<file path="config.mk">
export PLATFORM = sky130hd
export DESIGN_NAME = ppreg_seq
export DESIGN_NICKNAME = d
export VERILOG_FILES = /design/src/rtl/ppreg_seq.sv
export SDC_FILE = /design/constraint.sdc
export NUM_CORES = 1
export LEC_CHECK = 0
export BUFFER_PORTS_ARGS = -buffer_cell sky130_fd_sc_hd__buf_2
export CAP_MARGIN = 20
export CORE_ASPECT_RATIO = 1.4
export CORE_MARGIN = 5
export CORE_UTILIZATION = 50
export CTS_BUF_LIST = sky130_fd_sc_hd__clkbuf_2 sky130_fd_sc_hd__clkbuf_4 sky130_fd_sc_hd__clkbuf_8
export DETAILED_ROUTE_END_ITERATION = 8
export PLACE_DENSITY = 0.77
export SLEW_MARGIN = 40
export SYNTH_ARGS = -nofsm -noshare
export SYNTH_HDL_FRONTEND = slang
export SYNTH_SLANG_ARGS = --single-unit
</file>
<file path="constraint.sdc">
create_clock -name clk -period 2.7 [get_ports clk]
set_clock_uncertainty 0.1 [all_clocks]
set_input_delay 0.54 -clock clk [delete_from_list [all_inputs] [get_ports clk]]
set_output_delay 0.54 -clock clk [all_outputs]
set_load 0.02 [all_outputs]
</file>
<file path="src/rtl/ppreg_seq.sv">
module ppreg_seq #(
  parameter int DLY_W = 8
) (
  input  logic             clk,
  input  logic             rst_n,
  input  logic             req_valid,
  input  logic             req_bank,
  input  logic             req_write,
  input  logic [7:0]       req_reg,
  input  logic [7:0]       req_wdata,
  input  logic [1:0]       req_mode,
  input  logic [DLY_W-1:0] step_delay,
  output logic             busy,
  output logic             done,
  output logic [7:0]       rdata,
  output logic [7:0]       port_data_o,
  output logic             port_dir_o,
  output logic [7:0]       port_ctl_o,
  input  logic [7:0]       port_data_i,
  input  logic [7:3]       port_stat_i,
  input  logic [3:1]       port_ctlrb_i
);

  localparam logic [1:0] K_NIB  = 2'd0;
  localparam logic [1:0] K_53   = 2'd1;
  localparam logic [1:0] K_BYTE = 2'd2;
  localparam logic [1:0] K_WR   = 2'd3;

  localparam logic [2:0] D_KEEP = 3'd0;
  localparam logic [2:0] D_ADDR = 3'd1;
  localparam logic [2:0] D_AND  = 3'd2;
  localparam logic [2:0] D_OR   = 3'd3;
  localparam logic [2:0] D_WD   = 3'd4;

  localparam logic [2:0] S_NONE = 3'd0;
  localparam logic [2:0] S_A    = 3'd1;
  localparam logic [2:0] S_NIB  = 3'd2;
  localparam logic [2:0] S_53   = 3'd3;
  localparam logic [2:0] S_BYTE = 3'd4;

  localparam logic [7:0] CTL_IDLE = 8'h04;
  localparam int         HC_W     = DLY_W + 1;

  typedef struct packed {
    logic [2:0] dsel;
    logic       cset;
    logic [7:0] cval;
    logic [2:0] smp;
    logic       last;
  } step_t;

  function automatic step_t mk(input logic [2:0] d, input logic cs, input logic [7:0] cv,
                               input logic [2:0] sm, input logic ls);
    step_t t;
    t.dsel = d; t.cset = cs; t.cval = cv; t.smp = sm; t.last = ls;
    return t;
  endfunction

  function automatic step_t step_info(input logic [1:0] k, input logic [2:0] s);
    step_t t;
    t = mk(D_KEEP, 1'b0, 8'h00, S_NONE, 1'b1);
    if (s == 3'd0) t = mk(D_ADDR, 1'b0, 8'h00, S_NONE, 1'b0);
    else begin
      unique case (k)
        K_NIB: case (s)
          3'd1: t = mk(D_KEEP, 1'b1, 8'h01, S_NONE, 1'b0);
          3'd2: t = mk(D_KEEP, 1'b1, 8'h03, S_NONE, 1'b0);
          3'd3: t = mk(D_ADDR, 1'b0, 8'h00, S_A,    1'b0);
          3'd4: t = mk(D_KEEP, 1'b1, 8'h01, S_NIB,  1'b0);
          default: t = mk(D_KEEP, 1'b1, CTL_IDLE, S_NONE, 1'b1);
        endcase
        K_53: case (s)
          3'd1: t = mk(D_KEEP, 1'b1, 8'h01, S_NONE, 1'b0);
          3'd2: t = mk(D_AND,  1'b0, 8'h00, S_NONE, 1'b0);
          3'd3: t = mk(D_KEEP, 1'b1, 8'h03, S_NONE, 1'b0);
          3'd4: t = mk(D_KEEP, 1'b1, 8'h05, S_NONE, 1'b0);
          3'd5: t = mk(D_OR,   1'b0, 8'h00, S_53,   1'b0);
          default: t = mk(D_KEEP, 1'b1, CTL_IDLE, S_NONE, 1'b1);
        endcase
        K_BYTE: case (s)
          3'd1: t = mk(D_KEEP, 1'b1, 8'h01, S_NONE, 1'b0);
          3'd2: t = mk(D_KEEP, 1'b1, 8'h21, S_NONE, 1'b0);
          3'd3: t = mk(D_KEEP, 1'b1, 8'h23, S_BYTE, 1'b0);
          default: t = mk(D_KEEP, 1'b1, CTL_IDLE, S_NONE, 1'b1);
        endcase
        default: case (s)
          3'd1: t = mk(D_KEEP, 1'b1, 8'h01, S_NONE, 1'b0);
          3'd2: t = mk(D_WD,   1'b0, 8'h00, S_NONE, 1'b0);
          3'd3: t = mk(D_KEEP, 1'b1, 8'h03, S_NONE, 1'b0);
          default: t = mk(D_KEEP, 1'b1, CTL_IDLE, S_NONE, 1'b1);
        endcase
      endcase
    end
    return t;
  endfunction

  function automatic logic [7:0] pd_pick(input logic [2:0] sel, input logic [7:0] x,
                                         input logic [7:0] wd, input logic [7:0] keep);
    case (sel)
      D_ADDR:  return x;
      D_AND:   return x & 8'h37;
      D_OR:    return x | 8'hF0;
      D_WD:    return wd;
      default: return keep;
    endcase
  endfunction

  logic             busy_q, done_q;
  logic [1:0]       kind_q;
  logic [2:0]       step_q;
  logic [DLY_W-1:0] cnt_q, dly_q;
  logic [7:0]       x_q, wd_q, pd_q, pc_q, rdata_q;
  logic [7:4]       a_q;

  logic [1:0] req_kind;
  logic [7:0] req_key, req_x;
  step_t      st0, cur, nxt;

  assign req_kind = req_write ? K_WR : (req_mode == 2'd0) ? K_NIB :
                    (req_mode == 2'd1) ? K_53 : K_BYTE;
  assign req_key  = (req_kind == K_NIB) ? 8'h39 : (req_kind == K_53) ? 8'h31 :
                    (req_kind == K_BYTE) ? 8'h29 : 8'h19;
  assign req_x    = ({req_bank, 7'b0} + req_reg) ^ req_key;

  always_comb begin
    st0 = step_info(req_kind, 3'd0);
    cur = step_info(kind_q, step_q);
    nxt = step_info(kind_q, step_q + 3'd1);
  end

  always_ff @(posedge clk) begin
    if (!rst_n) begin
      busy_q <= 1'b0; done_q <= 1'b0; kind_q <= K_NIB; step_q <= '0;
      cnt_q <= '0; dly_q <= '0; x_q <= '0; wd_q <= '0;
      pd_q <= 8'h00; pc_q <= CTL_IDLE; rdata_q <= '0; a_q <= '0;
    end else begin
      done_q <= 1'b0;
      if (!busy_q) begin
        if (req_valid) begin
          busy_q <= 1'b1;
          kind_q <= req_kind;
          x_q    <= req_x;
          wd_q   <= req_wdata;
          dly_q  <= step_delay;
          cnt_q  <= step_delay;
          step_q <= '0;
          pd_q   <= pd_pick(st0.dsel, req_x, req_wdata, pd_q);
          if (st0.cset) pc_q <= st0.cval;
        end
      end else if (cnt_q != '0) begin
        cnt_q <= cnt_q - 1'b1;
      end else begin
        case (cur.smp)
          S_A:    a_q     <= port_stat_i[7:4];
          S_NIB:  rdata_q <= {port_stat_i[7:4], a_q};
          S_53:   rdata_q <= {port_ctlrb_i, port_stat_i};
          S_BYTE: rdata_q <= port_data_i;
          default: ;
        endcase
        if (cur.last) begin
          busy_q <= 1'b0;
          done_q <= 1'b1;
        end else begin
          step_q <= step_q + 3'd1;
          cnt_q  <= dly_q;
          pd_q   <= pd_pick(nxt.dsel, x_q, wd_q, pd_q);
          if (nxt.cset) pc_q <= nxt.cval;
        end
      end
    end
  end

  assign busy        = busy_q;
  assign done        = done_q;
  assign rdata       = rdata_q;
  assign port_data_o = pd_q;
  assign port_ctl_o  = pc_q;
  assign port_dir_o  = pc_q[5];

  logic [7:0]    prev_pc;
  logic [HC_W-1:0] hold_cnt;

  always_ff @(posedge clk) begin
    if (!rst_n) begin
      prev_pc  <= CTL_IDLE;
      hold_cnt <= '0;
    end else begin
      prev_pc <= port_ctl_o;
      if (port_ctl_o != prev_pc) hold_cnt <= '0;
      else if (hold_cnt != {HC_W{1'b1}}) hold_cnt <= hold_cnt + 1'b1;
    end
  end

  p_done_pulse_r2: assert property (@(posedge clk) disable iff (!rst_n)
    done |=> !done);
  p_busy_fall_done_r2: assert property (@(posedge clk) disable iff (!rst_n)
    $fell(busy) |-> done);
  p_accept_r2: assert property (@(posedge clk) disable iff (!rst_n)
    (req_valid && !busy) |=> busy);
  p_step_hold_r10: assert property (@(posedge clk) disable iff (!rst_n)
    (busy && port_ctl_o != prev_pc) |-> (hold_cnt >= HC_W'(dly_q)));
  p_dir_in_access_r11: assert property (@(posedge clk) disable iff (!rst_n)
    port_dir_o |-> busy);
  p_idle_ctl_r9: assert property (@(posedge clk) disable iff (!rst_n)
    !busy |-> (port_ctl_o == CTL_IDLE));

endmodule

</file>
== Word-level counts from Yosys, hierarchy flattened ==
Cells that the tools add are included.
W data, S select, Z words.
Storage, ports and cells
  flip-flop bits (word level): 67
  bits of input ports: 47
  output and inout port bits: 27
  word-level logic and storage cells: 100
Operators by class
  $add $sub $neg: 3
  equal/unequal tests: 27
  muxes and demuxes: 37
  bitwise gates (word level): 5
  reduce and logical (&&, ||, !) cells: 16
Operator list (count)
  $pmux W16 S3: 2
  $pmux W15 S5: 1
  $mux W8: 8
  $pmux W14 S4: 1
  $pmux W8 S4: 1
  $pmux W10 S3: 1
  $eq A3 B2 Y1 const B: 8
  $pmux W4 S3: 2
  $pmux W8 S3: 1
  $eq A3 B3 Y1 const B: 6
  $mux W6: 3
  $mux W16: 1
  $pmux W3 S5: 1
  $eq A3 B1 Y1 const B: 4
  $mux W3: 4
  $pmux W3 S4: 1
  $reduce_and A3 Y1: 3
  $add A8 B8 Y8: 1
  $reduce_and A4 Y1: 2
  $reduce_bool A8 Y1: 1
  $sub A8 B1 Y8 const B: 1
  $xor A8 B6 Y8: 1
  $eq A2 B1 Y1 const B: 3
  $logic_not A2 Y1: 3
  other kinds (15): 28

== Longest topological paths before layout ==
  word-level depth: 11
  gate-level depth with buffers: 11
  mapped depth without buffers: 8

== Least setup slack after synthesis ==
OpenSTA, ideal clock, no wires.
  kind: reg-to-reg
  start point: register step_q[1]
  end point: register pd_q[7] (netlist: port_data_o[7])
  library setup time: 88 ps
  data arrival time: 2440 ps
  required time: 2512 ps
  slack: 71 ps
  stages on the path, launching flop included: 10
  path buffers: 1
  clock period less this slack: 2629 ps
  cells stage by stage: dfxtp_1 ha_1 ha_1 buf_6 nand2b_4 a2111oi_4 nand2_2 a32oi_4 nand2_4 o32ai_2
Between the ends
  word-level cells in the longest chain between the ends: 10
  elaborated cells on any way between the ends: 35
  those cells by class: add/sub: 1; eq/ne: 16; mux: 15; reduce/logical: 3
Ends and longest elaborated chain
  from (decl): line 110  | logic [2:0] step_q;
  from (signal assigned): line 164  | step_q <= step_q + 3'd1;
  $add A3 B1 Y3: line 128  | nxt = step_info(kind_q, step_q + 3'd1);
  $eq A3 B3 Y1, or another cell as far along: line 72  | K_53: case (s)
  $pmux W15 S5, or another cell as far along: line 72
  $pmux W16 S3: line 64  | unique case (k)
  $mux W16: line 62  | if (s == 3'd0) t = mk(D_ADDR, 1'b0, 8'h00, S_NONE, 1'b0);
  $eq A3 B3 Y1, or another cell as far along: line 99  | case (sel)
  $pmux W8 S4: line 99
  $mux W8: line 160  | if (cur.last) begin
  $mux W8: line 150  | end else if (cnt_q != '0) begin
  $mux W8: line 138  | if (!busy_q) begin
  to (signal assigned): line 147  | pd_q <= pd_pick(st0.dsel, req_x, req_wdata, pd_q);
  to (signal assigned): line 166  | pd_q <= pd_pick(nxt.dsel, x_q, wd_q, pd_q);
  to (decl): line 112  | logic [7:0] x_q, wd_q, pd_q, pc_q, rdata_q;
Parallel ways exist; a longest one is shown, timed or not. The select of a mux whose other input is x is not followed.
A chain may end at the register's enable or synchronous reset.

== Worst setup path in the final report ==
  start point: register step_q[0]
  end point: register pd_q[3] (netlist: port_data_o[3])
The elaborated chain is that of the path after synthesis.

==> impl_metrics.json <==
{
  "status": "complete, no violations",
  "cts_htree_levels": 3,
  "setup_tns_ns": 0,
  "cts_inserted_buffers": 9,
  "hold_start": "req_reg[0]",
  "detailed_place_hpwl_um": 6640,
  "grt_pass1_wl_um": 15300,
  "power_density_nw_per_um2": 535,
  "holdPathEnd": "x_q[0]",
  "hold_viol_final": 0,
  "drive_gt1_share_pct": 28.0,
  "reg2reg_to": "port_data_o[3]",
  "hold_path.class": "in -> reg",
  "place_congestion": 0.890,
  "start_util_pct": 51.5,
  "min_path_cells": 2,
  "routed_wl_um": 9340,
  "path_max_fanout": 7,
  "timing.rr.start": "step_q[0]",
  "die_h_um": 111,
  "async_flop_share_pct": 0,
  "cts_sinks": 63,
  "drc_errors": 0,
  "register_area_um2": 1260,
  "synth_edf_count": 0,
  "peakVddDrop_mv": 0.381,
  "hold_ws_ns": 0.281,
  "coreArea_um2": 7030,
  "critical_path_class": "reg -> reg",
  "worst_pin_slew_ns": 0.763,
  "wl_per_cell_um": 15.5,
  "slowest_stage": "or4_4",
  "path_clk_slew_ns": 0.06,
  "hold_buffers": 0,
  "power.leakage_nw": 1.75,
  "slew_violations": 0,
  "syn_inst": 425,
  "reg2reg_slack_ns": 0.09,
  "worst_ep_arrival_time_ns": 2.74,
  "grt_max_degree": 31,
  "num-nets-final": 559,
  "multiInputGateArea_um2": 2140,
  "stdcell_count": 602,
  "ctsRootBufferMaster": "clkbuf_8",
  "io_pins": 74,
  "synth-seq-area-share_pct": 34.8,
  "crit_path_end_kind": "flip-flop",
  "maxCapViolCount": 0,
  "final_antenna_net_count": 0,
  "path_cells": "inv_1, ha_1, or4_4, a2111o_1, o211ai_4, a32oi_4, buf_4, o21ai_0, a31oi_1",
  "max_slew_margin_pct": 48.8,
  "first_global_vias": 3325,
  "synth_area_leader_cell": "dfxtp_1",
  "io_buffers": 69,
  "diodes": 0,
  "cpPeakStageDelay_ns": 0.50,
  "finalSetupViolCount": 0,
  "fillCellCount": 641,
  "worst_setup_path_start_kind": "flip-flop",
  "netlist_area_um2": 3620,
  "die_w_um": 81.9,
  "antenna_found_initial": 0,
  "synth_ff_type": "dfxtp_1",
  "synth_top_area_share_pct": 34.8,
  "grtUsageTotal_pct": 21.4,
  "placedCellCount": 583,
  "finalCritPeriodShare_pct": 96.8,
  "cp.required_ns": 2.82,
  "cts_buffer_depth": 2,
  "via_count": 3433,
  "min_period_ns": 2.61,
  "reg2reg_depth": 9,
  "die-area_um2": 9070,
  "drt_iter0_markers": 221,
  "timing.fmax_mhz": 383,
  "syn2layout_area_growth_pct": 19.0,
  "syn_area_per_cell_um2": 8.52,
  "cts_tree": "done",
  "overflow": 0,
  "synth_cell_type_count": 63,
  "synth-seq-cells": 63,
  "yosys_warnings": 0,
  "fp-row-count": 36,
  "viasPerCell": 5.70,
  "worstSkewPairLatency_ns": 0.35,
  "synth_area_leaders": "dfxtp_1, nand2_1, mux2i_1, a21oi_1, nor2_1",
  "firstDrtPassIters": 5
}
-- report_power, final --
| group | switching [W] | leakage, nW | internal (W) |
|---|---|---|---|
| Combinational | 0.000254 | 1.14 | 0.000189 |
| Clock | 0.000371 | 0.103 | 0.000461 |
| Sequential | 0.0000486 | 0.515 | 0.000982 |
-- how the worst max path moves through the flow --
stage | slack (ns) | end | from
after floorplan | 0.07 | port_data_o[7] | step_q[1]
after global placement | 0.16 | port_data_o[7] | step_q[0]
after detailed placement | 0.01 | port_data_o[3] | step_q[0]
after CTS | 0.002 | port_data_o[3] | step_q[0]
after global routing | -0.03 | port_data_o[3] | step_q[0]
final | 0.09 | port_data_o[3] | step_q[0]
-- metal layers --
layer / vias up / part of all wire (%) / GRT usage, %
met5: - / 0 / 0
met2: 115 / 52 / 36.0
met3: 32 / 4.5 / 4.63
met1: 1630 / 40 / 24.2
li1: 1656 / - / -
met4: 0 / 3.5 / 11.9
-- Yosys cell counts, types with 8 or more instances --
cell,count
dfxtp_1,63
a21oi_1,37
nand2_1,72
clkbuf_1,15
inv_1,10
a31oi_1,13
xnor2_1,8
ha_1,10
nor2_1,35
nand3_1,9
mux2i_1,26
o21ai_0,21
a22oi_1,8
-- state kept, by name, summed over array words and instances (netlist names) --
name	cells
cnt_q	8
dly_q	8
port_data_o	8
rdata	8
wd_q	8
x_q	8
a_q	4
port_ctl_o	4
step_q	3
kind_q	2
busy	1
done	1
-- critical path, delay by kind of cell (launching register included) --
family                     cells  cell delay [ns]
and+or+nand+nor                1             0.50
AOI/OAI and AO/OA              5             0.98
buffers and inverters          2             0.28
adders and majority gates      1             0.22
DFF                            1             0.40
-- cell usage in the layout, fill, tap and decap left out, types with 3 or more instances in the layout --
master    count
a211oi_1      4
a211oi_2      7
a21oi_1      37
a22oi_1       8
a31oi_1      13
and2_1        4
buf_2        69
buf_4        24
clkbuf_8     10
conb_1        4
dfxtp_1      63
ha_1          9
inv_1         9
mux2i_1      26
nand2_1      72
nand2b_1      4
nand3_1       9
nor2_1       35
nor2b_1       3
nor3_1        5
nor3b_1       4
o21ai_0      21
o41ai_1       4
xnor2_1       8
-- stage by stage --
step	area, um2	total power (W)	worst slack (ns)	utilization, %
floorplan	3630	0.00136	0.0715	-
global placement	4070	0.00147	0.164	57.9
detailed placement	4070	0.00148	0.0103	57.9
CTS	4270	0.00231	0.00192	60.8
global route	4310	0.00242	-0.0272	61.3
finish	4310	0.00231	0.0860	61.3
-- area by class of cell --
cell class,count,area share (%)
clock inverters,5,1.31
multi-input cells,323,49.7
inverters,11,0.958
flip-flops and latches,63,29.3
well taps,95,2.76
repair buffers,94,12.7
clock buffers,11,3.37
-- timing repair --
item                       in CTS  in global routing
hold endpoints to repair        0                  0
gates resized for setup         0                  3
setup endpoints to repair       0                 17
buffers inserted                0                  3
-- cells by family after synthesis --
kind of cell | count (synthesis) | synth area share [%]
and+or+nand+nor | 160 | 22.6
AOI/OAI and AO/OA | 115 | 23.0
DFF | 63 | 34.8
buffers and inverters | 42 | 6.91
muxes | 26 | 7.19
adders and majority gates | 10 | 3.46
xor gates and xnor gates | 8 | 1.94
other | 1 | 0.104
(Power assumes the default switching activity.)
